==> config.mk <==
export PLATFORM = sky130hd
export DESIGN_NAME = int_exec_unit
export DESIGN_NICKNAME = d
export VERILOG_FILES = /design/src/rtl/exu_pkg.sv /design/src/rtl/exu_rst_sync.sv /design/src/rtl/exu_alu.sv /design/src/rtl/exu_branch_cmp.sv /design/src/rtl/exu_pc_unit.sv /design/src/rtl/int_exec_unit.sv
export SDC_FILE = /design/constraint.sdc
export NUM_CORES = 1
export LEC_CHECK = 0
export ABC_AREA = 1
export BUFFER_PORTS_ARGS = -buffer_cell sky130_fd_sc_hd__buf_2
export CAP_MARGIN = 40
export CORE_MARGIN = 2
export CORE_UTILIZATION = 30
export CTS_CLUSTER_SIZE = 30
export DETAILED_ROUTE_END_ITERATION = 10
export REMOVE_ABC_BUFFERS = 1
export SETUP_SLACK_MARGIN = 0.15
export SKIP_LAST_GASP = 1
export SYNTH_ARGS = -nofsm -noshare
export SYNTH_HDL_FRONTEND = slang
export SYNTH_SLANG_ARGS = --single-unit
export TNS_END_PERCENT = 5
==> constraint.sdc <==
create_clock -name clk -period 9.9 [get_ports clk]
set_clock_uncertainty 0.05 [all_clocks]
set_input_delay 0.495 -clock clk [delete_from_list [all_inputs] [get_ports clk]]
set_output_delay 0.495 -clock clk [all_outputs]
set_load 0.05 [all_outputs]
==> src/rtl/exu_pkg.sv <==
package exu_pkg;

  localparam logic [6:0] OPC_LUI    = 7'b0110111;
  localparam logic [6:0] OPC_AUIPC  = 7'b0010111;
  localparam logic [6:0] OPC_JAL    = 7'b1101111;
  localparam logic [6:0] OPC_JALR   = 7'b1100111;
  localparam logic [6:0] OPC_BRANCH = 7'b1100011;
  localparam logic [6:0] OPC_LOAD   = 7'b0000011;
  localparam logic [6:0] OPC_STORE  = 7'b0100011;
  localparam logic [6:0] OPC_OPIMM  = 7'b0010011;
  localparam logic [6:0] OPC_OP     = 7'b0110011;

  typedef enum logic [3:0] {
    ALU_ADD, ALU_SUB, ALU_SLL, ALU_SLT, ALU_SLTU,
    ALU_XOR, ALU_SRL, ALU_SRA, ALU_OR, ALU_AND, ALU_PASSB
  } alu_op_e;

  typedef enum logic [1:0] {
    PC_SEQ, PC_REL, PC_REG
  } pc_sel_e;

  typedef enum logic [1:0] {
    WB_ALU, WB_LINK
  } wb_sel_e;

endpackage

==> src/rtl/exu_rst_sync.sv <==
module exu_rst_sync #(
  parameter int STAGES = 2
) (
  input  logic clk,
  input  logic rst_n,
  output logic rst_sync_n
);
  logic [STAGES-1:0] sync_q;

  generate
    if (STAGES == 1) begin : g_one
      always_ff @(posedge clk or negedge rst_n) begin
        if (!rst_n) sync_q <= 1'b0;
        else        sync_q <= 1'b1;
      end
    end else begin : g_chain
      always_ff @(posedge clk or negedge rst_n) begin
        if (!rst_n) sync_q <= '0;
        else        sync_q <= {sync_q[STAGES-2:0], 1'b1};
      end
    end
  endgenerate

  assign rst_sync_n = sync_q[STAGES-1];
endmodule

==> src/rtl/exu_alu.sv <==
module exu_alu
  import exu_pkg::*;
#(
  parameter int XLEN = 32
) (
  input  alu_op_e           op,
  input  logic [XLEN-1:0]   a,
  input  logic [XLEN-1:0]   b,
  output logic [XLEN-1:0]   y
);
  localparam int SHW = $clog2(XLEN);

  logic [SHW-1:0]  shamt;
  logic            lt_s;
  logic            lt_u;
  logic [XLEN-1:0] sra_res;

  assign shamt   = b[SHW-1:0];
  assign lt_s    = $signed(a) < $signed(b);
  assign lt_u    = a < b;
  assign sra_res = $unsigned($signed(a) >>> shamt);

  always_comb begin
    unique case (op)
      ALU_ADD:   y = a + b;
      ALU_SUB:   y = a - b;
      ALU_SLL:   y = a << shamt;
      ALU_SLT:   y = {{(XLEN-1){1'b0}}, lt_s};
      ALU_SLTU:  y = {{(XLEN-1){1'b0}}, lt_u};
      ALU_XOR:   y = a ^ b;
      ALU_SRL:   y = a >> shamt;
      ALU_SRA:   y = sra_res;
      ALU_OR:    y = a | b;
      ALU_AND:   y = a & b;
      ALU_PASSB: y = b;
      default:   y = '0;
    endcase
  end
endmodule

==> src/rtl/exu_branch_cmp.sv <==
module exu_branch_cmp #(
  parameter int XLEN = 32
) (
  input  logic [2:0]      cond,
  input  logic [XLEN-1:0] a,
  input  logic [XLEN-1:0] b,
  output logic            hit
);
  logic eq;
  logic lt_s;
  logic lt_u;

  assign eq   = (a == b);
  assign lt_s = $signed(a) < $signed(b);
  assign lt_u = a < b;

  always_comb begin
    unique case (cond)
      3'b000:  hit = eq;
      3'b001:  hit = !eq;
      3'b100:  hit = lt_s;
      3'b101:  hit = !lt_s;
      3'b110:  hit = lt_u;
      3'b111:  hit = !lt_u;
      default: hit = 1'b0;
    endcase
  end
endmodule

==> src/rtl/exu_pc_unit.sv <==
module exu_pc_unit
  import exu_pkg::*;
#(
  parameter int XLEN = 32
) (
  input  pc_sel_e         sel,
  input  logic [XLEN-1:0] pc,
  input  logic [XLEN-1:0] base,
  input  logic [XLEN-1:0] imm,
  output logic [XLEN-1:0] link,
  output logic [XLEN-1:0] eff_addr,
  output logic [XLEN-1:0] target
);
  localparam logic [XLEN-1:0] STEP = XLEN'(4);

  logic [XLEN-1:0] rel;

  assign link     = pc + STEP;
  assign rel      = pc + imm;
  assign eff_addr = base + imm;

  always_comb begin
    unique case (sel)
      PC_REL:  target = rel;
      PC_REG:  target = {eff_addr[XLEN-1:1], 1'b0};
      default: target = link;
    endcase
  end
endmodule

==> src/rtl/int_exec_unit.sv <==
module int_exec_unit
  import exu_pkg::*;
#(
  parameter int XLEN       = 32,
  parameter int RST_STAGES = 2
) (
  input  logic            clk,
  input  logic            rst_n,
  input  logic            in_valid,
  input  logic [6:0]      opcode,
  input  logic [2:0]      funct3,
  input  logic            funct7_b5,
  input  logic [4:0]      rd_idx,
  input  logic [XLEN-1:0] rs1_val,
  input  logic [XLEN-1:0] rs2_val,
  input  logic [XLEN-1:0] pc,
  input  logic [XLEN-1:0] imm,
  output logic            out_valid,
  output logic            wb_en,
  output logic [4:0]      wb_idx,
  output logic [XLEN-1:0] wb_data,
  output logic [XLEN-1:0] next_pc,
  output logic [XLEN-1:0] mem_addr
);

  logic core_rst_n;

  exu_rst_sync #(.STAGES(RST_STAGES)) u_rst (
    .clk        (clk),
    .rst_n      (rst_n),
    .rst_sync_n (core_rst_n)
  );

  // ---------------- decode of the operation ----------------
  alu_op_e         alu_op;
  pc_sel_e         pc_sel;
  wb_sel_e         wb_sel;
  logic [XLEN-1:0] alu_a;
  logic [XLEN-1:0] alu_b;
  logic            writes_rd;
  logic            is_branch;
  alu_op_e         f3_op;

  // funct3 to ALU operation; sub/sra only where the bit is meaningful
  always_comb begin
    unique case (funct3)
      3'b000:  f3_op = (opcode == OPC_OP && funct7_b5) ? ALU_SUB : ALU_ADD;
      3'b001:  f3_op = ALU_SLL;
      3'b010:  f3_op = ALU_SLT;
      3'b011:  f3_op = ALU_SLTU;
      3'b100:  f3_op = ALU_XOR;
      3'b101:  f3_op = funct7_b5 ? ALU_SRA : ALU_SRL;
      3'b110:  f3_op = ALU_OR;
      default: f3_op = ALU_AND;
    endcase
  end

  always_comb begin
    alu_op    = ALU_ADD;
    alu_a     = rs1_val;
    alu_b     = rs2_val;
    pc_sel    = PC_SEQ;
    wb_sel    = WB_ALU;
    writes_rd = 1'b0;
    is_branch = 1'b0;
    unique case (opcode)
      OPC_LUI: begin
        alu_op    = ALU_PASSB;
        alu_b     = imm;
        writes_rd = 1'b1;
      end
      OPC_AUIPC: begin
        alu_a     = pc;
        alu_b     = imm;
        writes_rd = 1'b1;
      end
      OPC_JAL: begin
        pc_sel    = PC_REL;
        wb_sel    = WB_LINK;
        writes_rd = 1'b1;
      end
      OPC_JALR: begin
        pc_sel    = PC_REG;
        wb_sel    = WB_LINK;
        writes_rd = 1'b1;
      end
      OPC_BRANCH: begin
        is_branch = 1'b1;
      end
      OPC_OPIMM: begin
        alu_op    = f3_op;
        alu_b     = imm;
        writes_rd = 1'b1;
      end
      OPC_OP: begin
        alu_op    = f3_op;
        writes_rd = 1'b1;
      end
      default: begin
        writes_rd = 1'b0;
      end
    endcase
  end

  // ---------------- datapath ----------------
  logic [XLEN-1:0] alu_y;
  logic            cmp_hit;
  logic [XLEN-1:0] link_val;
  logic [XLEN-1:0] eff_addr;
  logic [XLEN-1:0] target;
  pc_sel_e         pc_sel_f;

  exu_alu #(.XLEN(XLEN)) u_alu (
    .op (alu_op),
    .a  (alu_a),
    .b  (alu_b),
    .y  (alu_y)
  );

  exu_branch_cmp #(.XLEN(XLEN)) u_cmp (
    .cond (funct3),
    .a    (rs1_val),
    .b    (rs2_val),
    .hit  (cmp_hit)
  );

  assign pc_sel_f = (is_branch && cmp_hit) ? PC_REL : pc_sel;

  exu_pc_unit #(.XLEN(XLEN)) u_pc (
    .sel      (pc_sel_f),
    .pc       (pc),
    .base     (rs1_val),
    .imm      (imm),
    .link     (link_val),
    .eff_addr (eff_addr),
    .target   (target)
  );

  // ---------------- next state ----------------
  logic            wb_en_d;
  logic [XLEN-1:0] wb_data_d;

  always_comb begin
    wb_en_d   = writes_rd && (rd_idx != 5'd0);
    wb_data_d = (wb_sel == WB_LINK) ? link_val : alu_y;
  end

  // ---------------- result register ----------------
  always_ff @(posedge clk or negedge core_rst_n) begin
    if (!core_rst_n) begin
      out_valid <= 1'b0;
      wb_en     <= 1'b0;
      wb_idx    <= '0;
      wb_data   <= '0;
      next_pc   <= '0;
      mem_addr  <= '0;
    end else begin
      out_valid <= in_valid;
      if (in_valid) begin
        wb_en    <= wb_en_d;
        wb_idx   <= rd_idx;
        wb_data  <= wb_data_d;
        next_pc  <= target;
        mem_addr <= eff_addr;
      end
    end
  end

endmodule

; ---- Yosys cells after proc, flatten, opt, wreduce, memory -nomap -nowiden
; Index checks and enable logic that the tools add are counted.
[word_totals]
ff_bits = 105
latch_bits = 0
ram_bits = 0
romBits = 0
input_bits = 147
output_inout_bits = 103
mem_count = 0
[classes]
add_sub_neg = 5
mul = 0
div = 0
order_cmp = 4
eq_ne = 28
n_shift = 3
mux = 15
n_bitwise = 3
reduce_logical = 13
[op_table]
columns = cell, count
row1 = case mux 32 bit (11 select lines), 1
row2 = < comparator 32 bit, 4
row3 = adder 32 bit, 3
row4 = two-way mux 32 bit, 3
row5 = case mux 32 bit (2 select lines), 1
row6 = adder 32 x 3 -> 32 bit (second input constant), 1
row7 = bitwise AND 32 bit, 1
row8 = == test 32 bit, 1
row9 = bitwise OR 32 bit, 1
row10 = left shift 32 x 5 -> 32 bit, 1
row11 = right shift 32 x 5 -> 32 bit, 1
row12 = >>> shifter 32 x 5 -> 32 bit, 1
row13 = subtractor 32 bit, 1
row14 = XOR 32 bit, 1
row15 = case mux 4 bit (7 select lines), 1
row16 = == test 7 bit (second input constant), 3
row17 = == test 4 x 3 -> 1 bit (second input constant), 4
row18 = == test 7 x 5 -> 1 bit (second input constant), 2
row19 = == test 7 x 6 -> 1 bit (second input constant), 2
row20 = == test 3 bit (second input constant), 4
row21 = == test 4 bit (second input constant), 3
row22 = == test 4 x 2 -> 1 bit (second input constant), 2
row23 = case mux 4 bit (2 select lines), 1
row24 = == test 3 x 2 -> 1 bit (second input constant), 2
row25 = 16 further kinds, 26

; ---- Longest topological paths before layout
; Gate-level depths: netlist of the first run.
[logic_depth]
word_depth = 8
depth_mapped = 28

; ---- Modules after synthesis
; Synthesis of the first run repeated with hierarchy kept, for this count alone.
[hier_totals]
hier_cells = 4452
area_unflattened_um2 = 23192.2
[by_module_without_submodules]
columns = module, n_inst, cells_per_inst, area_each_um2
row1 = exu_alu, 1, 2177, 10395.0
row2 = exu_pc_unit, 1, 1304, 6276.0
row3 = int_exec_unit, 1, 799, 5479.0
row4 = exu_branch_cmp, 1, 169, 988.4
row5 = exu_rst_sync, 1, 3, 53.8

; ---- Least setup slack after synthesis of the first run
; OpenSTA, ideal clock, no wires.
[synth_timing]
path_kind = input to register
startpoint = input opcode[3]
endpoint = register wb_data[26]
arrival_time_ns = 3.527
t_required_ns = 9.727
path_slack_ns = 6.200
path_stages = 24
path_buffers = 1
path_cell_list = inv_2 -> nand2_2 -> nor2_8 -> nand2_4 -> clkbuf_1 -> nand2_1 -> o21ai_0 -> inv_1 -> ha_1 -> inv_1 -> fa_1 -> or2_1 -> a21oi_1 -> a21boi_1 -> o21ai_0 -> nand2_1 -> nand2_1 -> nand3_1 -> nand2_1 -> nand2_1 -> nand3_1 -> nand3_1 -> o21ai_1 -> a21oi_1
[synth_via]
elab_chain_len = 8
word_cells_on_any_way = 38
cone_classes = add/sub: 2 / eq/ne: 17 / shift: 3 / mux: 8 / bitwise: 3 / reduce/logical: 5
[synth_lines]
columns = item, line
row1 = "start, declared", int_exec_unit.sv:10  ; input logic [6:0] opcode,
row2 = branches (longest 7 deep; another with subtractor 32 bit), --
row3 = two-way mux 32 bit *, int_exec_unit.sv:145  ; wb_data_d = (wb_sel == WB_LINK) ? link_val : alu_y;
row4 = "end signal, assigned", int_exec_unit.sv:162  ; wb_data <= wb_data_d;
row5 = "end, declared", int_exec_unit.sv:21  ; output logic [XLEN-1:0] wb_data,
; Every way passes the cells marked *.
; A chain may end at the register's enable or synchronous reset.

; ---- Final worst setup path of the first run
[layout_timing]
startpoint = input opcode[3]
endpoint = register wb_data[30]
; Same word-level chain as after synthesis.

==> impl_metrics.py, run 1 <==
metrics = {
    "route": {
        "wl_per_cell_um": 23.64,
        "drc": 0,
        "drt_iter0_markers": 3309,
        "drtPass1Iterations": 6,
        "vias_per_cell": 5.611,
        "ant_nets": 0,
        "vias": 25640,
        "drt-total-wl_um": 108000,
    },
    "clocking": {
        "cts_tree": "yes",
        "cts_sinks": 105,
        "cts_resized": 0,
        "numCtsBuffers": 9,
        "clkTransAtPathRegs_ns": 0.10,
        "cts_root_buf": "clkbuf_16",
        "clkLatencyLatePin_ns": 0.39,
        "htree_levels": 3,
        "clock_path_buffers": 2,
    },
    "run": {
        "cap_violations": 0,
    },
    "setup_path": {
        "crit_required_ns": 10.14,
        "rr_startpoint": "u_rst.sync_q[1]$_DFF_PN0_",
        "reg2reg_to": "wb_data[21]$_DFFE_PN0P_",
        "path_class": "in2reg",
        "cp_data_arrival_time_ns": 5.58,
        "reg2reg_slack_ns": 8.10,
        "worstSetupEndpointType": "flop",
        "worst_setup_path_start_kind": "input pin",
        "rr_worst_depth": 1,
        "cp_max_fo": 74,
    },
    "global_routing": {
        "gr-usage-all-layers_pct": 29.82,
        "grt_pass1_wl_um": 156200,
        "grt_antenna_before_repair": 4,
        "overflow": 0,
        "grt_max_degree": 76,
        "first_global_vias": 23360,
    },
    "synth": {
        "synthAdderAreaFrac_pct": 12.71,
        "synth_compound_area_share_pct": 20.12,
        "yosysWarnings": 0,
        "ys_seq_elements": 105,
        "syn_inst": 3536,
        "synth.area.mux_share_pct": 0,
        "synth-xor-area-share_pct": 2.371,
        "synth-simple-area-share_pct": 41.08,
        "post_synth_num_cell_types": 63,
        "ys_seq_area_share_pct": 12.93,
        "avgSynthCellArea_um2": 5.745,
        "synthFlopType": "dfrtp_1",
        "syn_area_mm2": 0.02031,
        "synth-edff-count": 0,
        "synth_top_family_by_area": "simple AND/OR/NAND/NOR gates",
        "synth_largest_area_cell": "nand2_1",
        "synthTopCellsByArea": "nand2_1 (18%), dfrtp_1 (13%), ha_1 (12%), nand3_1 (11%), a21oi_1 (7.0%)",
        "synthArstFlopShare_pct": 100.0,
        "synth_top_cell_area_share_pct": 17.52,
    },
    "outcome": {
        "run_status": "finished, final reports clean",
    },
    "placement": {
        "hpwl_um": 89350,
        "place_congestion": 1.035,
        "io_buffers": 249,
        "place_area_mm2": 0.02220,
    },
    "sta": {
        "tns_ns": 0,
        "grt_setup_unrepaired": "false",
        "slew_headroom_pct": 39.99,
        "fin_crit_sh_pct": 53.89,
        "period_needed_ns": 5.335,
        "finalHoldViolations": 0,
        "slew_viol_final": 0,
        "max_freq_mhz": 187.4,
        "finalSetupViolCount": 0,
        "worst_pin_slew_ns": 0.8992,
    },
    "cells_and_area": {
        "drive_above_1_share_pct": 11.21,
        "fillers": 7617,
        "area_growth_syn_to_layout_pct": 10.90,
        "fin_area_mm2": 0.02253,
        "nets": 4039,
    },
    "die": {
        "ioPinCount": 250,
        "dieHeight_um": 264.2,
        "die_x_um": 264.2,
        "initial_core_util_pct": 30.25,
        "core_mm2": 0.06716,
        "row_count": 95,
        "dieArea_mm2": 0.06981,
    },
    "pwr": {
        "cellLeakagePower_uw": 0.01151,
        "power.density_mw_per_mm2": 105.7,
        "total_power_uw": 2382,
        "peakVddDrop_mv": 0.08502,
    },
    "min_path": {
        "hold-path-cell-count": 3,
        "hold_end": "wb_idx[4]$_DFFE_PN0P_",
        "worstHoldStart": "rd_idx[4]",
        "min_path_type": "in2reg",
    },
}
-- registers in the layout, summed over array words and instances (netlist names) --
name and cells:
out_valid 1, wb_data 32, next_pc 32, wb_idx 5, u_rst.sync_q 2, mem_addr 32, wb_en 1
-- timing repair --
| item | 4_1_cts | 5_1_grt |
|---|---|---|
| hold endpoints to repair | 2 | 0 |
| setup buffers | 0 | 0 |
| hold buffers | 1 | 0 |
-- layout by cell type (no fill, tap or decap), drive strengths merged, types with 13 or more instances in the layout --
cell type    n
o21ai      278
xor2        45
nand2      982
nand3      455
nor3        36
ha         200
o211ai      32
a21oi      287
nor2       334
o22ai       24
o21bai      19
a21o        13
dfrtp      105
or2         31
nor4        13
buf        274
inv        398
o21a        20
nand4       47
-- cells by family after synthesis --
kind of cell,count (synthesis)
buffers and inverters,534
XOR/XNOR,55
AO/OA/AOI/OAI,724
adder cells (fa/ha/maj),204
other,1
AND/OR/NAND/NOR,1913
flip-flops,105
-- worst max path at each step --
stage / start / to / slack, ns / depth (start not counted)
CTS: opcode[3] / wb_data[24]$_DFFE_PN0P_ / 4.72 / 21
global placement: rs1_val[31] / next_pc[6]$_DFFE_PN0P_ / 4.38 / 16
floorplan: opcode[1] / wb_data[22]$_DFFE_PN0P_ / 5.16 / 18
detailed placement: opcode[3] / wb_data[30]$_DFFE_PN0P_ / 4.31 / 23
finish: opcode[3] / wb_data[30]$_DFFE_PN0P_ / 4.57 / 23
global route: opcode[3] / wb_data[24]$_DFFE_PN0P_ / 4.31 / 21
-- layer usage --
| layer | routed length [µm] | part of all wire [%] | vias to the layer above | GRT usage [%] |
|---|---|---|---|---|
| met5 | 22 | 0.020 | - | 0 |
| met4 | 4795 | 4.4 | 4 | 11.93 |
| li1 | - | - | 12100 | - |
| met1 | 47690 | 44 | 12020 | 41.70 |
| met3 | 9936 | 9.2 | 187 | 5.434 |
| met2 | 45590 | 42 | 1330 | 44.98 |
-- worst max-delay path, stage by stage --
cell     delay [ns]
buf_2          0.13
inv_2          0.10
nand2_2        0.10
nor2_8         0.18
nand2_4        0.10
nand2_2        0.25
buf_4          0.59
nand2_2        0.17
nand2_4        0.64
ha_1           0.38
nand2_1        0.11
o21ai_0        0.40
a21oi_1        0.18
o21ai_0        0.63
nand3_1        0.19
nand2_1        0.17
nand2_1        0.13
nand2_1        0.09
nand2_1        0.04
nand3_1        0.08
nand4_1        0.18
nand2_1        0.11
a21oi_1        0.06
-- cells in the mapped netlist, types with 26 or more instances --
cell      instances
nand2_1         948
nand3_1         446
inv_1           375
nor2_1          321
a21oi_1         284
o21ai_0         216
ha_1            200
dfrtp_1         105
clkbuf_1         68
o21ai_1          54
nand4_1          47
buf_2            45
xor2_1           45
nor3_1           33
o211ai_1         32
or2_2            29
nand2_2          26
-- stage by stage --
step	utilization [%]	hold WS (ns)	std cells	setup slack, ns
after floorplan	-	0.1494	3401	5.159
after detailed placement	33.05	0.2336	4548	4.312
after global routing	33.54	0.2736	4566	4.310
final	33.55	0.2632	4569	4.565
after CTS	33.53	0.2517	4565	4.724
after global placement	32.97	0.2331	4545	4.375
-- final cells by class --
| cell class | instances | area [µm²] | area share [%] |
|---|---|---|---|
| multi-input combinational | 2897 | 15500 | 68.80 |
| sequential | 105 | 2631 | 11.68 |
| inverter | 399 | 1500 | 6.659 |
| timing repair buffer | 276 | 1486 | 6.598 |
| tap | 873 | 1092 | 4.848 |
| clock buffer | 9 | 225.2 | 0.9997 |
| clock inverter | 7 | 85.08 | 0.3777 |
| antenna | 3 | 7.507 | 0.03332 |
-- power breakdown --
group          internal, µW  switching, µW  total, µW
sequential              493           53.8        547
clock                   182            236        418
combinational           369           1050       1420
Power figures use the tool's default switching activity.
==> run 2: changes to the inputs <==
Clock period 9.9 ns to 4.3 ns, I/O delays scaled along.
==> impl_metrics.py, run 2 (synthesis gave the netlist of run 1 again) <==
metrics = {
    "outcome": {
        "run_status": "finished, final reports clean",
    },
    "placement": {
        "dp_cells": 4683,
        "hpwl_um": 91470,
        "io_buffers": 249,
        "place_area_mm2": 0.02323,
        "place_congestion": 1.078,
    },
    "cells_and_area": {
        "fillers": 7626,
        "final_common_cell": "nand2_1",
        "reg.largest.list": "mem_addr: 32 flops, next_pc: 32 flops, wb_data: 32 flops",
        "area_growth_syn_to_layout_pct": 16.24,
        "final_util_pct": 35.16,
        "layout.cells.non_filler": 4706,
        "final_cell_mix": "nand2_1 (948), nand3_1 (446), inv_1 (375)",
        "drive_above_1_share_pct": 14.35,
        "nets": 4178,
        "fin_area_mm2": 0.02361,
    },
    "route": {
        "vias": 26350,
        "wl_per_cell_um": 23.18,
        "drt_iter0_markers": 3847,
        "drc": 0,
        "drt-total-wl_um": 109100,
        "ant_nets": 0,
        "drtPass1Iterations": 7,
        "vias_per_cell": 5.599,
    },
    "sta": {
        "finalSetupViolCount": 0,
        "fin_crit_sh_pct": 95.95,
        "max_freq_mhz": 242.4,
        "finalHoldViolations": 0,
        "slew_viol_final": 0,
        "slew_headroom_pct": 44.52,
        "period_needed_ns": 4.126,
        "worst_pin_slew_ns": 0.8259,
        "grt_setup_unrepaired": "true",
    },
    "die": {
        "ioPinCount": 250,
        "dieArea_mm2": 0.06981,
        "row_count": 95,
        "core_mm2": 0.06716,
        "initial_core_util_pct": 30.25,
        "dieHeight_um": 264.2,
        "die_x_um": 264.2,
    },
    "run": {
        "cap_violations": 0,
    },
    "setup_path": {
        "worstSetupEndpointType": "flop",
        "worst_setup_path_start_kind": "input pin",
        "cp_max_fo": 15,
        "cp_data_arrival_time_ns": 4.38,
        "path_class": "in2reg",
        "crit_required_ns": 4.55,
    },
    "clocking": {
        "htree_levels": 3,
        "cts_tree": "yes",
        "clkLatencyLatePin_ns": 0.41,
        "clock_path_buffers": 2,
        "cts_root_buf": "clkbuf_16",
        "clkTransAtPathRegs_ns": 0.09,
        "numCtsBuffers": 9,
        "cts_sinks": 105,
    },
    "global_routing": {
        "overflow": 0,
        "grt_antenna_before_repair": 1,
        "gr-usage-all-layers_pct": 30.44,
        "grt_max_degree": 74,
        "first_global_vias": 23790,
        "grt_pass1_wl_um": 159100,
    },
    "pwr": {
        "cellLeakagePower_uw": 0.01218,
        "power.density_mw_per_mm2": 240.5,
        "peakVddDrop_mv": 0.1821,
    },
    "min_path": {
        "min_path_type": "in2async",
    },
}
==> run 2: changes by cell type in the layout (fill, tap and decap cells not counted), sizes merged <==
cell	change
buf	+134
dlygate4sd3	+5
diode	-2
clkbuf	-1
clkdlybuf4s18	+1
clkinv	-1
inv	+1
==> run 2: final timing paths <==
path / startpoint / to / slack (ns) / cells past startpoint
worst min register to register: u_rst.sync_q[0]$_DFF_PN0_ / u_rst.sync_q[1]$_DFF_PN0_ / 0.31 / 0
worst max-delay path: opcode[3] / wb_data[21]$_DFFE_PN0P_ / 0.17 / 22
max in group asynchronous: u_rst.sync_q[1]$_DFF_PN0_ / next_pc[27]$_DFFE_PN0P_ / 2.91 / 1
worst min-delay path: rst_n / u_rst.sync_q[1]$_DFF_PN0_ / 0.06 / 2
worst max register to register: wb_en$_DFFE_PN0P_ / wb_en$_DFFE_PN0P_ / 2.90 / 2
min in group clk: rs1_val[0] / mem_addr[0]$_DFFE_PN0P_ / 0.11 / 4
==> run 2: stage by stage <==
| stage | hold slack [ns] | setup slack (ns) | TNS [ns] | power [µW] |
|---|---|---|---|---|
| floorplan | -0.1306 | -0.1613 | -0.2652 | 3365 |
| global placement | -0.04835 | -0.1948 | -0.3713 | 4604 |
| detailed placement | -0.04722 | -0.1888 | -0.2166 | 4600 |
| CTS | 0.03474 | 0.2466 | 0 | 5612 |
| global route | 0.06109 | 0.006535 | 0 | 5997 |
| finish | 0.06105 | 0.1743 | 0 | 5680 |
==> run 2: per-layer routing <==
metal / vias up / track usage (%) / part of all wire (%)
li1: 12370 / - / -
met1: 12380 / 44.27 / 45
met2: 1441 / 45.53 / 42
met3: 152 / 4.139 / 9.1
met4: 0 / 10.73 / 4.1
met5: - / 0 / 0
==> run 2: critical path, cell delays in order <==
cell,delay (ns)
buf_2,0.14
inv_2,0.09
nand2_1,0.07
nor2_2,0.20
nand2_2,0.12
nand2_2,0.32
buf_4,0.24
o21a_1,0.19
inv_1,0.06
ha_1,0.47
o21ai_0,0.22
a21oi_1,0.29
o21ai_0,0.15
buf_4,0.17
nand2_1,0.13
nand3_1,0.18
nand2_1,0.11
a21oi_1,0.06
nor2_1,0.33
nand4_1,0.29
o21bai_1,0.24
a21oi_1,0.08
==> run 2: layout make-up <==
class | instances | area (µm²) | share of cell area, %
multi-input cells | 2897 | 15500 | 65.66
flip-flops and latches | 105 | 2631 | 11.14
repair buffers | 415 | 2562 | 10.85
inverters | 399 | 1504 | 6.369
well taps | 873 | 1092 | 4.626
clock buffers | 9 | 225.2 | 0.9537
clock inverters | 7 | 91.34 | 0.3868
diodes | 1 | 2.502 | 0.01060
==> run 2: what timing repair did <==
action                                  4_1_cts  5_1_grt
buffers inserted                              0        0
hold endpoints to repair                      7        0
gates resized for setup                       0        2
hold buffers                                  6        0
endpoints found under the setup margin        0       12
==> run 2: power breakdown <==
group | switching [µW] | leakage, µW | internal [µW]
clock network | 567 | 0.000152 | 424
logic | 2460 | 0.0108 | 971
registers | 124 | 0.00123 | 1130
